===== src/rtl/ldc_pkg.sv =====
package ldc_pkg;
  typedef enum logic [1:0] {
    PH_IDLE = 2'd0,
    PH_FULL = 2'd1,
    PH_DOWN = 2'd2
  } phase_t;
endpackage


===== src/rtl/ldc_tick_gen.sv =====
module ldc_tick_gen #(
  parameter int N = 16,
  localparam int W = (N > 1) ? $clog2(N) : 1
) (
  input  logic clk,
  input  logic rst,
  input  logic clr,
  output logic tick
);
  logic [W-1:0] cnt_q;
  logic         at_end;

  assign at_end = (cnt_q == W'(N - 1));
  assign tick   = at_end && !clr;

  always_ff @(posedge clk) begin
    if (rst || clr) cnt_q <= '0;
    else if (at_end) cnt_q <= '0;
    else cnt_q <= cnt_q + 1'b1;
  end
endmodule


===== src/rtl/ldc_step_ctr.sv =====
module ldc_step_ctr #(
  parameter int W = 3
) (
  input  logic         clk,
  input  logic         rst,
  input  logic         clr,
  input  logic         inc,
  output logic [W-1:0] cnt
);
  always_ff @(posedge clk) begin
    if (rst || clr) cnt <= '0;
    else if (inc) cnt <= cnt + 1'b1;
  end
endmodule


===== src/rtl/ldc_cap_check.sv =====
module ldc_cap_check #(
  parameter int N_LOWER = 2
) (
  input  logic               cap_top,
  input  logic [N_LOWER-1:0] cap_lower,
  output logic               may_downshift
);
  logic [N_LOWER:0] any_chain;
  assign any_chain[0] = 1'b0;
  for (genvar g = 0; g < N_LOWER; g++) begin : g_or
    assign any_chain[g+1] = any_chain[g] | cap_lower[g];
  end
  assign may_downshift = cap_top & any_chain[N_LOWER];
endmodule


===== src/rtl/link_downshift_ctrl.sv =====
module link_downshift_ctrl
  import ldc_pkg::*;
#(
  parameter int TICK_CYCLES = 16,
  parameter int RETRY_MAX   = 2,
  parameter int POLLS_FULL  = 5,
  parameter int POLLS_DOWN  = 6,
  parameter int N_LOWER     = 2
) (
  input  logic               clk,
  input  logic               rst,
  input  logic               start_i,
  input  logic               abort_i,
  input  logic               cap_top_i,
  input  logic [N_LOWER-1:0] cap_lower_i,
  input  logic               link_up_i,
  output logic               restart_o,
  output logic               downshift_o,
  output logic               busy_o,
  output logic               done_o,
  output logic               link_found_o
);
  localparam int POLL_MAX = (POLLS_FULL > POLLS_DOWN) ? POLLS_FULL : POLLS_DOWN;
  localparam int PW       = $clog2(POLL_MAX + 1);
  localparam int RW       = $clog2(RETRY_MAX + 1);

  phase_t       phase_q;
  logic         restart_q, ds_q, busy_q, done_q, found_q;
  logic         tick, in_idle, poll_last, retry_last, cap_ok;
  logic [PW-1:0] poll_cnt, poll_lim;
  logic [RW-1:0] retry_cnt;

  assign in_idle = (phase_q == PH_IDLE);

  ldc_tick_gen #(.N(TICK_CYCLES)) u_tick (
    .clk(clk), .rst(rst), .clr(in_idle), .tick(tick)
  );

  ldc_step_ctr #(.W(PW)) u_polls (
    .clk(clk), .rst(rst),
    .clr(in_idle || (tick && poll_last)),
    .inc(tick),
    .cnt(poll_cnt)
  );

  ldc_step_ctr #(.W(RW)) u_retries (
    .clk(clk), .rst(rst),
    .clr(in_idle),
    .inc(tick && poll_last && (phase_q == PH_FULL)),
    .cnt(retry_cnt)
  );

  ldc_cap_check #(.N_LOWER(N_LOWER)) u_caps (
    .cap_top(cap_top_i), .cap_lower(cap_lower_i), .may_downshift(cap_ok)
  );

  assign poll_lim   = (phase_q == PH_DOWN) ? PW'(POLLS_DOWN - 1) : PW'(POLLS_FULL - 1);
  assign poll_last  = (poll_cnt == poll_lim);
  assign retry_last = (retry_cnt == RW'(RETRY_MAX - 1));

  always_ff @(posedge clk) begin
    if (rst) begin
      phase_q   <= PH_IDLE;
      restart_q <= 1'b0;
      ds_q      <= 1'b0;
      busy_q    <= 1'b0;
      done_q    <= 1'b0;
      found_q   <= 1'b0;
    end else begin
      restart_q <= 1'b0;
      case (phase_q)
        PH_IDLE: begin
          if (start_i) begin
            phase_q   <= PH_FULL;
            restart_q <= 1'b1;
            busy_q    <= 1'b1;
            done_q    <= 1'b0;
            found_q   <= 1'b0;
            ds_q      <= 1'b0;
          end
        end
        PH_FULL, PH_DOWN: begin
          if (abort_i) begin
            phase_q <= PH_IDLE;
            busy_q  <= 1'b0;
            done_q  <= 1'b1;
            found_q <= 1'b0;
            ds_q    <= 1'b0;
          end else if (tick) begin
            if (link_up_i) begin
              phase_q <= PH_IDLE;
              busy_q  <= 1'b0;
              done_q  <= 1'b1;
              found_q <= 1'b1;
            end else if (poll_last) begin
              if (phase_q == PH_DOWN) begin
                phase_q <= PH_IDLE;
                busy_q  <= 1'b0;
                done_q  <= 1'b1;
                ds_q    <= 1'b0;
              end else if (!retry_last) begin
                restart_q <= 1'b1;
              end else if (cap_ok) begin
                phase_q   <= PH_DOWN;
                ds_q      <= 1'b1;
                restart_q <= 1'b1;
              end else begin
                phase_q <= PH_IDLE;
                busy_q  <= 1'b0;
                done_q  <= 1'b1;
              end
            end
          end
        end
        default: phase_q <= PH_IDLE;
      endcase
    end
  end

  assign restart_o    = restart_q;
  assign downshift_o  = ds_q;
  assign busy_o       = busy_q;
  assign done_o       = done_q;
  assign link_found_o = found_q;
endmodule


===== config.mk =====
export PLATFORM = sky130hd
export DESIGN_NAME = link_downshift_ctrl
export DESIGN_NICKNAME = d
export VERILOG_FILES = /design/src/rtl/ldc_pkg.sv /design/src/rtl/ldc_tick_gen.sv /design/src/rtl/ldc_step_ctr.sv /design/src/rtl/ldc_cap_check.sv /design/src/rtl/link_downshift_ctrl.sv
export SDC_FILE = /design/constraint.sdc
export NUM_CORES = 1
export LEC_CHECK = 0
export CORE_ASPECT_RATIO = 1.2
export CORE_UTILIZATION = 52
export CTS_CLUSTER_SIZE = 25
export DETAILED_ROUTE_END_ITERATION = 10
export GPL_TIMING_DRIVEN = 0
export PLACE_DENSITY_LB_ADDON = 0.1
export SLEW_MARGIN = 20
export SYNTH_ARGS = -nofsm -noshare
export SYNTH_HDL_FRONTEND = slang
export SYNTH_SLANG_ARGS = --single-unit

===== constraint.sdc =====
create_clock -name clk -period 2.07 [get_ports clk]
set_input_delay 0.207 -clock clk [delete_from_list [all_inputs] [get_ports clk]]
set_output_delay 0.207 -clock clk [all_outputs]
set_load 0.05 [all_outputs]

==> metrics.txt, run 1 <==
total CTS buffers 3; Layout fillers 147; largest cells by area after synthesis dfxtp_1 34%, ha_1 9.2%, a21oi_1 5.8%; Root Driver clkbuf_4; post-DR vias/cell 6.01; largest net degree at the start of global routing 10; met1 WL 849 um; Reg clk slew, reported paths 100 ps; CP max FO 7; CTS H-Tree Depth 1; metal2 WL 933 um; asr flop ratio synth 0%; placer congestion estimate 0.768; endpoints failing setup 0; WL final 1870 um; GR Util All Layers 21.6%; placed instance count 137; syn_area_per_cell 8.77 sq um; Core Util, Final 67.2%; Ys Warns 0; Worst-Skew Late Latency 290 ps; CP Capture Type register; cells after synthesis 108; register area share after synthesis 33.8%; gr ovfl total 0; Worst Hold Class primary input to register; synthesized area 947 sq um; total chip power 0.727 mW; EDFF count, synth 0; Fin Setup TNS 0 ps; fin. max-slew vios 0; Synth top area share 33.8%; R2R Setup Slk 80 ps; First-pass DRT Iterations 7; Place WS 88.6 ps; Residual DRC 0; Post-synth top cells 16 x dfxtp_1, 11 x a21oi_1, 9 x inv_1; Initial Utilization 57.0%; Inserted Diodes 0; Hold Fails Final Rpt 0; CTS tree done; nets 139; Clock Sinks 16; worst setup margin 82.0 ps; Core ar. 1660 sq um; port buffer count 11; fraction of layout cells with a size suffix above 1 8.94%; WP data arrival 2180 ps; max cap viols 0; Post-CTS Hold Fix Bufs 0; syn_nets 123; Fmax 503 MHz; drt first-iter violations 19; vias 848; Max VDD drop 0.529 mV; flops & latches, synth 16; Slew @ Worst Pin 499 ps; RSZ-0062 raised after global routing no; Top Metal Used met4; final HPWL from detailed placement 1450 um; Die Y 48.8 um; global-route wire length before repair 3030 um; final period utilization 96.0%; final non-filler cell total 141; Synth Flop Type dfxtp_1; CP Class register to register; maximum clock insertion buffer count 2; DR WL/cell 13.3 um; crit start category register; Rows 16; Post-CTS Setup Bufs 0; most common cell in the netlist dfxtp_1; Synth cell types 40; CTS resizes 0; Fin Hold WS 286 ps; cell taking the most area after synthesis dfxtp_1; post-route minimum period 1990 ps; Area Overhead vs Synth 17.8%; vias in the first global route 743; Req. time, crit path 2260 ps; Leak 0.408 nW; Area after DPL 1080 sq um; Boundary Pins 13; run status finished clean; Die X 41.0 um; initial antenna violation count 0; Routed Antenna Nets 0; fin area 1120 sq um; pwr dens 652 nW/um^2; die area 2000 sq um; met3 wire len 65 um; max-slew headroom at the worst pin 66.6%; worst clock skew 0.862 ps
[layout make-up]
type / instances / area [sq um] / area share (%)
Buffer: 3 / 12.5 / 1.12
Clock buffer: 4 / 36.3 / 3.25
Inverter: 9 / 33.8 / 3.03
Multi-Input combinational cell: 80 / 581 / 52.0
Sequential cell: 16 / 320 / 28.7
Tap cell: 18 / 22.5 / 2.02
Timing Repair Buffer: 11 / 110 / 9.87
[final timing paths]
kind | from | end | cells after the start
setup / recovery | phase_q[0] | done_o | 6
hold / removal | rst | phase_q[0] | 2
setup reg to reg | phase_q[0] | done_o | 6
hold reg to reg | busy_o | busy_o | 2
[sequential cells by signal (all words and copies together), names as in the netlist]
signal	cells
u_tick.cnt_q	4
u_polls.cnt	3
phase_q	2
u_retries.cnt	2
busy_o	1
done_o	1
downshift_o	1
link_found_o	1
restart_o	1
[report_power, final]
| part | internal (mW) | switching [mW] |
|---|---|---|
| clock network | 0.107 | 0.103 |
| logic | 0.0743 | 0.108 |
| registers | 0.324 | 0.0102 |
[critical path, cell delays in order (launching register included)]
cell      delay [ps]
dfxtp_1          390
inv_1             80
ha_1             300
or3b_1           440
a221oi_2         320
o311ai_1         140
a31o_1           240
[routing by layer]
metal  vias to the layer above  GRT usage (%)
li1                        432              -
met1                       393           26.0
met2                        19           35.7
met3                         4           5.05
met4                         0           6.67
met5                         -              0
[placed cells by master, fill, tap and decap left out, types with 2 or more instances in the layout]
| cell type | n |
|---|---|
| dfxtp_1 | 16 |
| a21oi_1 | 11 |
| clkdlybuf4s50_1 | 11 |
| inv_1 | 9 |
| ha_1 | 7 |
| o21ai_0 | 5 |
| nor2b_1 | 4 |
| nand2_1 | 4 |
| nand2b_1 | 3 |
| a311oi_1 | 3 |
| nor2_1 | 3 |
| nand3_1 | 3 |
| o211ai_1 | 3 |
| or3_1 | 3 |
| clkbuf_4 | 3 |
| or2_2 | 2 |
| clkbuf_1 | 2 |
| xnor2_1 | 2 |
| nand4b_1 | 2 |
| o21a_1 | 2 |
| nor3_1 | 2 |
| o31ai_1 | 2 |
[cells by family (layout without fill, tap and decap cells)]
group	count (synthesis)	after routing	share of synthesized area (%)
compound gates	35	35	25.5
simple gates	35	35	23.8
flops	16	16	33.8
buf+inv	12	27	4.89
fa+ha+maj	7	7	9.25
xor+xnor	3	3	2.77
No activity file was read; power rests on OpenSTA's default activity.
==> run 2, diff against run 1 <==
PLACE_DENSITY = 0.74   (was not set)
PLACE_DENSITY_LB_ADDON = not set   (was 0.1)
==> run 2 against run 1 <==
Sequential power about the same; sequential share of layout area up 0.29 points; worst setup slack better by 87 ps; total power down 5.2%; fmax up 4.6%; highest routed layer unchanged.
==> metrics.txt, run 2 (synthesis gave the netlist of run 1 again) <==
Slew @ Worst Pin 549 ps (+49.7 ps); worst clock skew 2.24 ps (+1.38 ps); CTS H-Tree Depth 1 (unchanged); R2R Setup Slk 170 ps (+90 ps); vias 846 (-0.24%); most frequent cells in the layout 16 x dfxtp_1, 11 x a21oi_1, 11 x clkdlybuf4s50_1; run status finished clean; WP buf/inv 1 (unchanged); Fin Setup TNS 0 ps (unchanged); Die X 41.0 um (unchanged); Worst-Skew Late Latency 300 ps (about the same); fraction of layout cells with a size suffix above 1 9.02% (+0.073 points); Reg clk slew, reported paths 90 ps (about the same); Area Overhead vs Synth 16.6%; gr ovfl total 0 (unchanged); Biggest register u_tick.cnt_q; placer congestion estimate 0.794 (+3.4%); max reg flops 4 (unchanged); Worst R2R End downshift_o; CTS resizes 0 (unchanged); Inserted Diodes 0 (unchanged); post-DR vias/cell 6.04 (+0.48%); endpoints failing setup 0 (unchanged); slowest CP cell dfxtp_1; CTS tree done; Leak 0.399 nW (-2.2%); drt first-iter violations 24 (+5); total CTS buffers 3 (unchanged); Max VDD drop 0.379 mV (-28%); Worst Hold Class primary input to register; Boundary Pins 13 (unchanged); Core ar. 1660 sq um (unchanged); WL final 2020 um (+7.6%); final period utilization 91.8% (-4.2 points); max-slew headroom at the worst pin 62.9% (-3.7 points); crit start category register; Req. time, crit path 2300 ps (+40 ps); max cap viols 0 (unchanged); Routed Antenna Nets 0 (unchanged); Post-CTS Hold Fix Bufs 0 (unchanged); Root Driver clkbuf_4; Rows 16 (unchanged); commonest non-fill, non-tap cell in the layout dfxtp_1; Register-to-Register Path Depth 6 (unchanged); Post-CTS Setup Bufs 0 (unchanged); delay-heaviest family, CP simple AND/OR/NAND/NOR gates; Core Util, Final 66.5% (-0.68 points); CP Class register to register; pwr dens 624 nW/um^2 (-4.2%); Largest stage delay, worst path 380 ps (-60 ps); CP Capture Type register; port buffer count 11 (unchanged); largest net degree at the start of global routing 10 (unchanged); Hold Fails Final Rpt 0 (unchanged); Residual DRC 0 (unchanged); Regs by FF count u_tick.cnt_q: 4 flops, u_polls.cnt: 3 flops; Clock Sinks 16 (unchanged); GR Util All Layers 23.7% (+2.1 points); Die Y 48.8 um (unchanged); RSZ-0062 raised after global routing no; post-route minimum period 1900 ps (-87.2 ps); fin. max-slew vios 0 (unchanged); crit path cell chain inv_1, ha_1, nor2b_1, o21a_1, or3_1, o211ai_1; DR WL/cell 14.4 um (+8.4%); die area 2000 sq um (unchanged); First-pass DRT Iterations 4 (-3); maximum clock insertion buffer count 2 (unchanged); Fmax 526 MHz (+4.6%); Initial Utilization 57.0% (unchanged); vias in the first global route 758 (+2.0%); worst-case hold path end point phase_q[1]; Layout fillers 153 (+4.1%); Crit Reg-Reg Startpoint phase_q[0]; WP data arrival 2130 ps (-50 ps); CP max FO 6 (-1); final HPWL from detailed placement 1530 um (+5.1%); crit path launch phase_q[0]; initial antenna violation count 0 (unchanged); HP Start rst; Hold Path Depth 2 (unchanged); nets 139 (unchanged); global-route wire length before repair 3290 um (+8.6%)
[run 2: changes by cell type in the layout (fill, tap and decap cells not counted), sizes merged]
| cell | change |
|---|---|
| clkbuf | -1 |
[run 2: worst max path at each step]
stage	slack [ps]	cells after the start	endpoint
5_1_grt	40	6	downshift_o
2_1_floorplan	280	6	done_o
3_3_place_gp	170	6	done_o
3_5_place_dp	140	6	done_o
6_report	170	6	downshift_o
4_1_cts	110	6	done_o
[run 2: metal layers]
| metal | GRT usage [%] | wire [um] |
|---|---|---|
| met5 | 0 | 0 |
| met4 | 11.7 | 67 |
| met3 | 4.59 | 67 |
| met2 | 37.0 | 990 |
| met1 | 29.3 | 891 |
[run 2: where the power goes]
| group | total [mW] | leakage [nW] | switching [mW] | internal [mW] |
|---|---|---|---|---|
| combinational | 0.186 | 0.256 | 0.111 | 0.0750 |
| clock | 0.170 | 0.0138 | 0.102 | 0.0679 |
| sequential | 0.334 | 0.130 | 0.0101 | 0.324 |
[run 2: area by class of cell]
type,instances,area (sq um),area share (%)
clock buffers,3,22.5,2.04
plain buffers,3,12.5,1.13
multi-input cells,80,583,52.8
flip-flops and latches,16,320,29.0
inverters,9,33.8,3.06
well taps,18,22.5,2.04
repair buffers,11,110,9.97
[run 2: metrics by stage]
step	cells	hold WS, ps	setup slack (ps)	cell area [sq um]	power [mW]
after global placement	137	432	168	1080	0.522
final	140	286	169	1100	0.690
after CTS	140	300	106	1100	0.691
after global routing	140	322	43.3	1100	0.719
after floorplan	108	387	277	947	0.468
after detailed placement	137	433	137	1080	0.526
==> run 3, diff against run 2 <==
CORE_UTILIZATION = 55   (was 52)
CTS_BUF_LIST = sky130_fd_sc_hd__clkbuf_8   (was not set)
PLACE_DENSITY = 0.78   (was 0.74)
SYNTH_HIERARCHICAL = 1   (was not set)
==> run 3 against run 2 <==
Critical path depth rose by 2; clock-buffer cell count rose by 1; sequential share of layout area fell by 0.77 points; clock power rose by 62%; global-route usage fell by 0.69 points; final area rose by 2.7%; register-to-register slack got worse by 60 ps; hold slack improved by 160 ps; synthesized cell count fell by 11%; combinational power rose by 22%; first-iteration DRC count fell by 13%; total power rose by 22%; critical path type unchanged.
==> metrics.txt, run 3 <==
Ys Warns 6 (+6); Die X 39.1 um (-4.5%); port buffer count 12 (+1); Leak 0.418 nW (+4.7%); DR WL/cell 13.8 um (-3.9%); final period utilization 94.6% (+2.8 points); Die Y 46.5 um (-4.6%); Req. time, crit path 2200 ps (-100 ps); Root Driver clkbuf_8; fin. max-slew vios 0 (unchanged); Post-synth top cells 16 x dfxtp_1, 10 x nor2_1, 6 x ha_1; fraction of layout cells with a size suffix above 1 20.2% (+11 points); EDFF count, synth 0 (unchanged); flops & latches, synth 16 (unchanged); switching share of power 30.1% (-2.2 points); Clock Power Share 32.7% (+8.1 points); HP Start u_tick/cnt_q[0]; Crit Reg-Reg Startpoint phase_q[0]; cells after synthesis 96 (-11%); RSZ-0062 raised after global routing no; Inserted Diodes 0 (unchanged); drt first-iter violations 21 (-13%); vias in the first global route 715 (-5.7%); commonest non-fill, non-tap cell in the layout dfxtp_1; Hold Fails Final Rpt 0 (unchanged); Worst-Skew Late Latency 250 ps (-50 ps); CP Class register to register; max cap viols 0 (unchanged); CP Capture Type register; synthesized area 908 sq um (-4.1%); Place WS -306 ps (-443 ps); syn_nets 110 (-11%); largest net degree at the start of global routing 11 (+1); slowest CP cell dfxtp_1; Core Util, Final 76.5% (+10 points); register area share after synthesis 35.3% (+1.4 points); First-pass DRT Iterations 4 (unchanged); Largest stage delay, worst path 380 ps (about the same); Routed Antenna Nets 0 (unchanged); Max VDD drop 0.551 mV (+45%); Fin Hold WS 450 ps (+164 ps); total chip power 0.842 mW (+22%); worst-case hold path end point u_tick/cnt_q[0]; placer congestion estimate 0.768 (-3.3%); maximum clock insertion buffer count 2 (unchanged); Rows 15 (-1); fin area 1130 sq um (+2.7%); WP buf/inv 1 (unchanged); crit path cell chain inv_1, ha_2, nor2_4, nor3b_1, nor3_2, o21ai_1, a21oi_2, mux2_1; CP max FO 10 (+4); Clock Sinks 16 (unchanged); Biggest register u_tick/cnt_q; Pint 0.589 mW (+26%); pwr dens 742 nW/um^2 (+19%); post-route minimum period 1960 ps (+58.3 ps); WL final 1810 um (-10%); final HPWL from detailed placement 1370 um (-10%); nets 129 (-7.2%); Boundary Pins 13 (unchanged); max-slew headroom at the worst pin 66.1% (+3.1 points); gr ovfl total 0 (unchanged); initial antenna violation count 0 (unchanged); worst clock skew 7.34 ps (+5.10 ps); CTS H-Tree Depth 1 (unchanged); Fmax 510 MHz (-3.0%); syn_area_per_cell 9.46 sq um (+7.9%); Synth cell types 37 (-7.5%); total CTS buffers 3 (unchanged); global-route wire length before repair 2880 um (-12%); most common cell in the netlist dfxtp_1; worst setup margin 111 ps (-58.3 ps); delay-heaviest family, CP simple AND/OR/NAND/NOR gates; largest cells by area after synthesis dfxtp_1 35%, ha_1 8.3%, mux2i_1 4.4%; Synth top area share 35.3% (+1.4 points); asr flop ratio synth 0% (unchanged); net switching power 0.254 mW (+14%); Reg clk slew, reported paths 60 ps (-30 ps); CTS tree done; crit start category register; Hold Path Depth 1 (-1); max reg flops 4 (unchanged); Slew @ Worst Pin 508 ps (-41.3 ps); Worst Hold Class register to register; Synth Flop Type dfxtp_1; Register-to-Register Path Depth 8 (+2); Regs by FF count u_tick/cnt_q: 4 flops, u_polls/cnt: 3 flops; most frequent cells in the layout 16 x dfxtp_1, 12 x clkdlybuf4s50_1, 9 x nor2_1; WP data arrival 2090 ps (-40 ps); Initial Utilization 61.3% (+4.3 points); Area Overhead vs Synth 24.9%; R2R Setup Slk 110 ps (-60 ps); GR Util All Layers 23.0% (-0.69 points); endpoints failing setup 0 (unchanged); Worst R2R End busy_o; Layout fillers 112 (-27%); Area after DPL 1050 sq um (-2.8%); Comb pwr share 27.0% (about the same); cell taking the most area after synthesis dfxtp_1; run status finished clean; post-DR vias/cell 5.87 (-2.9%); vias 769 (-9.1%); Core ar. 1480 sq um (-11%); Residual DRC 0 (unchanged); Flop pwr share 40.4% (-8.1 points); die area 1820 sq um (-8.9%)
## run 3: cell count changes in the layout (fill, tap and decap cells not counted), sizes merged, moves of 3 or more
cell and change:
a311oi -3, nor3 +5, a211oi +3, nor2 +8
mux2i +4, a21oi -8, nand4b -3, inv -5
## run 3: worst max-delay path by stage
| stage | startpoint | endpoint | slack (ps) | cells after the start |
|---|---|---|---|---|
| floorplan | phase_q[0] | busy_o | 20 | 8 |
| detailed placement | phase_q[0] | busy_o | -310 | 8 |
| global route | phase_q[0] | busy_o | 9 | 8 |
| global placement | phase_q[0] | busy_o | -290 | 8 |
| CTS | phase_q[0] | busy_o | 30 | 8 |
| finish | phase_q[0] | busy_o | 110 | 8 |
## run 3: timing repair
item,CTS,global route
pin swaps,0,1
resized for setup,3,1
setup buffers,0,2
setup endpoints to repair,4,1
hold buffers,0,0
## run 3: kinds of logic after synthesis
group / after synthesis / synth area share [%]
XOR/XNOR: 5 / 4.82
multiplexers: 5 / 5.65
AND/OR/NAND/NOR: 43 / 29.2
flip-flops: 16 / 35.3
AO/OA/AOI/OAI: 16 / 14.6
adder cells (fa/ha/maj): 6 / 8.26
buffers and inverters: 5 / 2.20
## run 3: power groups by stage
stage	Combinational (mW)	Sequential [mW]	Clock [mW]
final	0.227	0.340	0.275
after global routing	0.246	0.342	0.293
after CTS	0.229	0.340	0.279
after detailed placement	0.223	0.347	0
after global placement	0.219	0.346	0
after floorplan	0.111	0.390	0
## run 3: layout make-up
| class | instances | area [sq um] | area share [%] |
|---|---|---|---|
| multi-input cells | 75 | 583 | 51.4 |
| well taps | 17 | 21.3 | 1.87 |
| clock buffers | 4 | 55.1 | 4.85 |
| repair buffers | 14 | 135 | 11.9 |
| inverters | 4 | 15.0 | 1.32 |
| flip-flops and latches | 16 | 320 | 28.2 |
| plain buffers | 1 | 5.00 | 0.441 |
## run 3: metal layers
layer | GRT usage (%) | up-vias | part of all wire, %
li1 | - | 379 | -
met1 | 24.1 | 358 | 41
met2 | 43.3 | 28 | 52
met3 | 5.31 | 4 | 5.2
met4 | 8.28 | 0 | 1.7
met5 | 0 | - | 0
## run 3: metrics by stage
| step | cells | setup TNS (ps) |
|---|---|---|
| after global placement | 125 | -632 |
| after global routing | 131 | 0 |
| after detailed placement | 125 | -684 |
| final | 131 | 0 |
| after CTS | 129 | 0 |
| after floorplan | 96 | 0 |
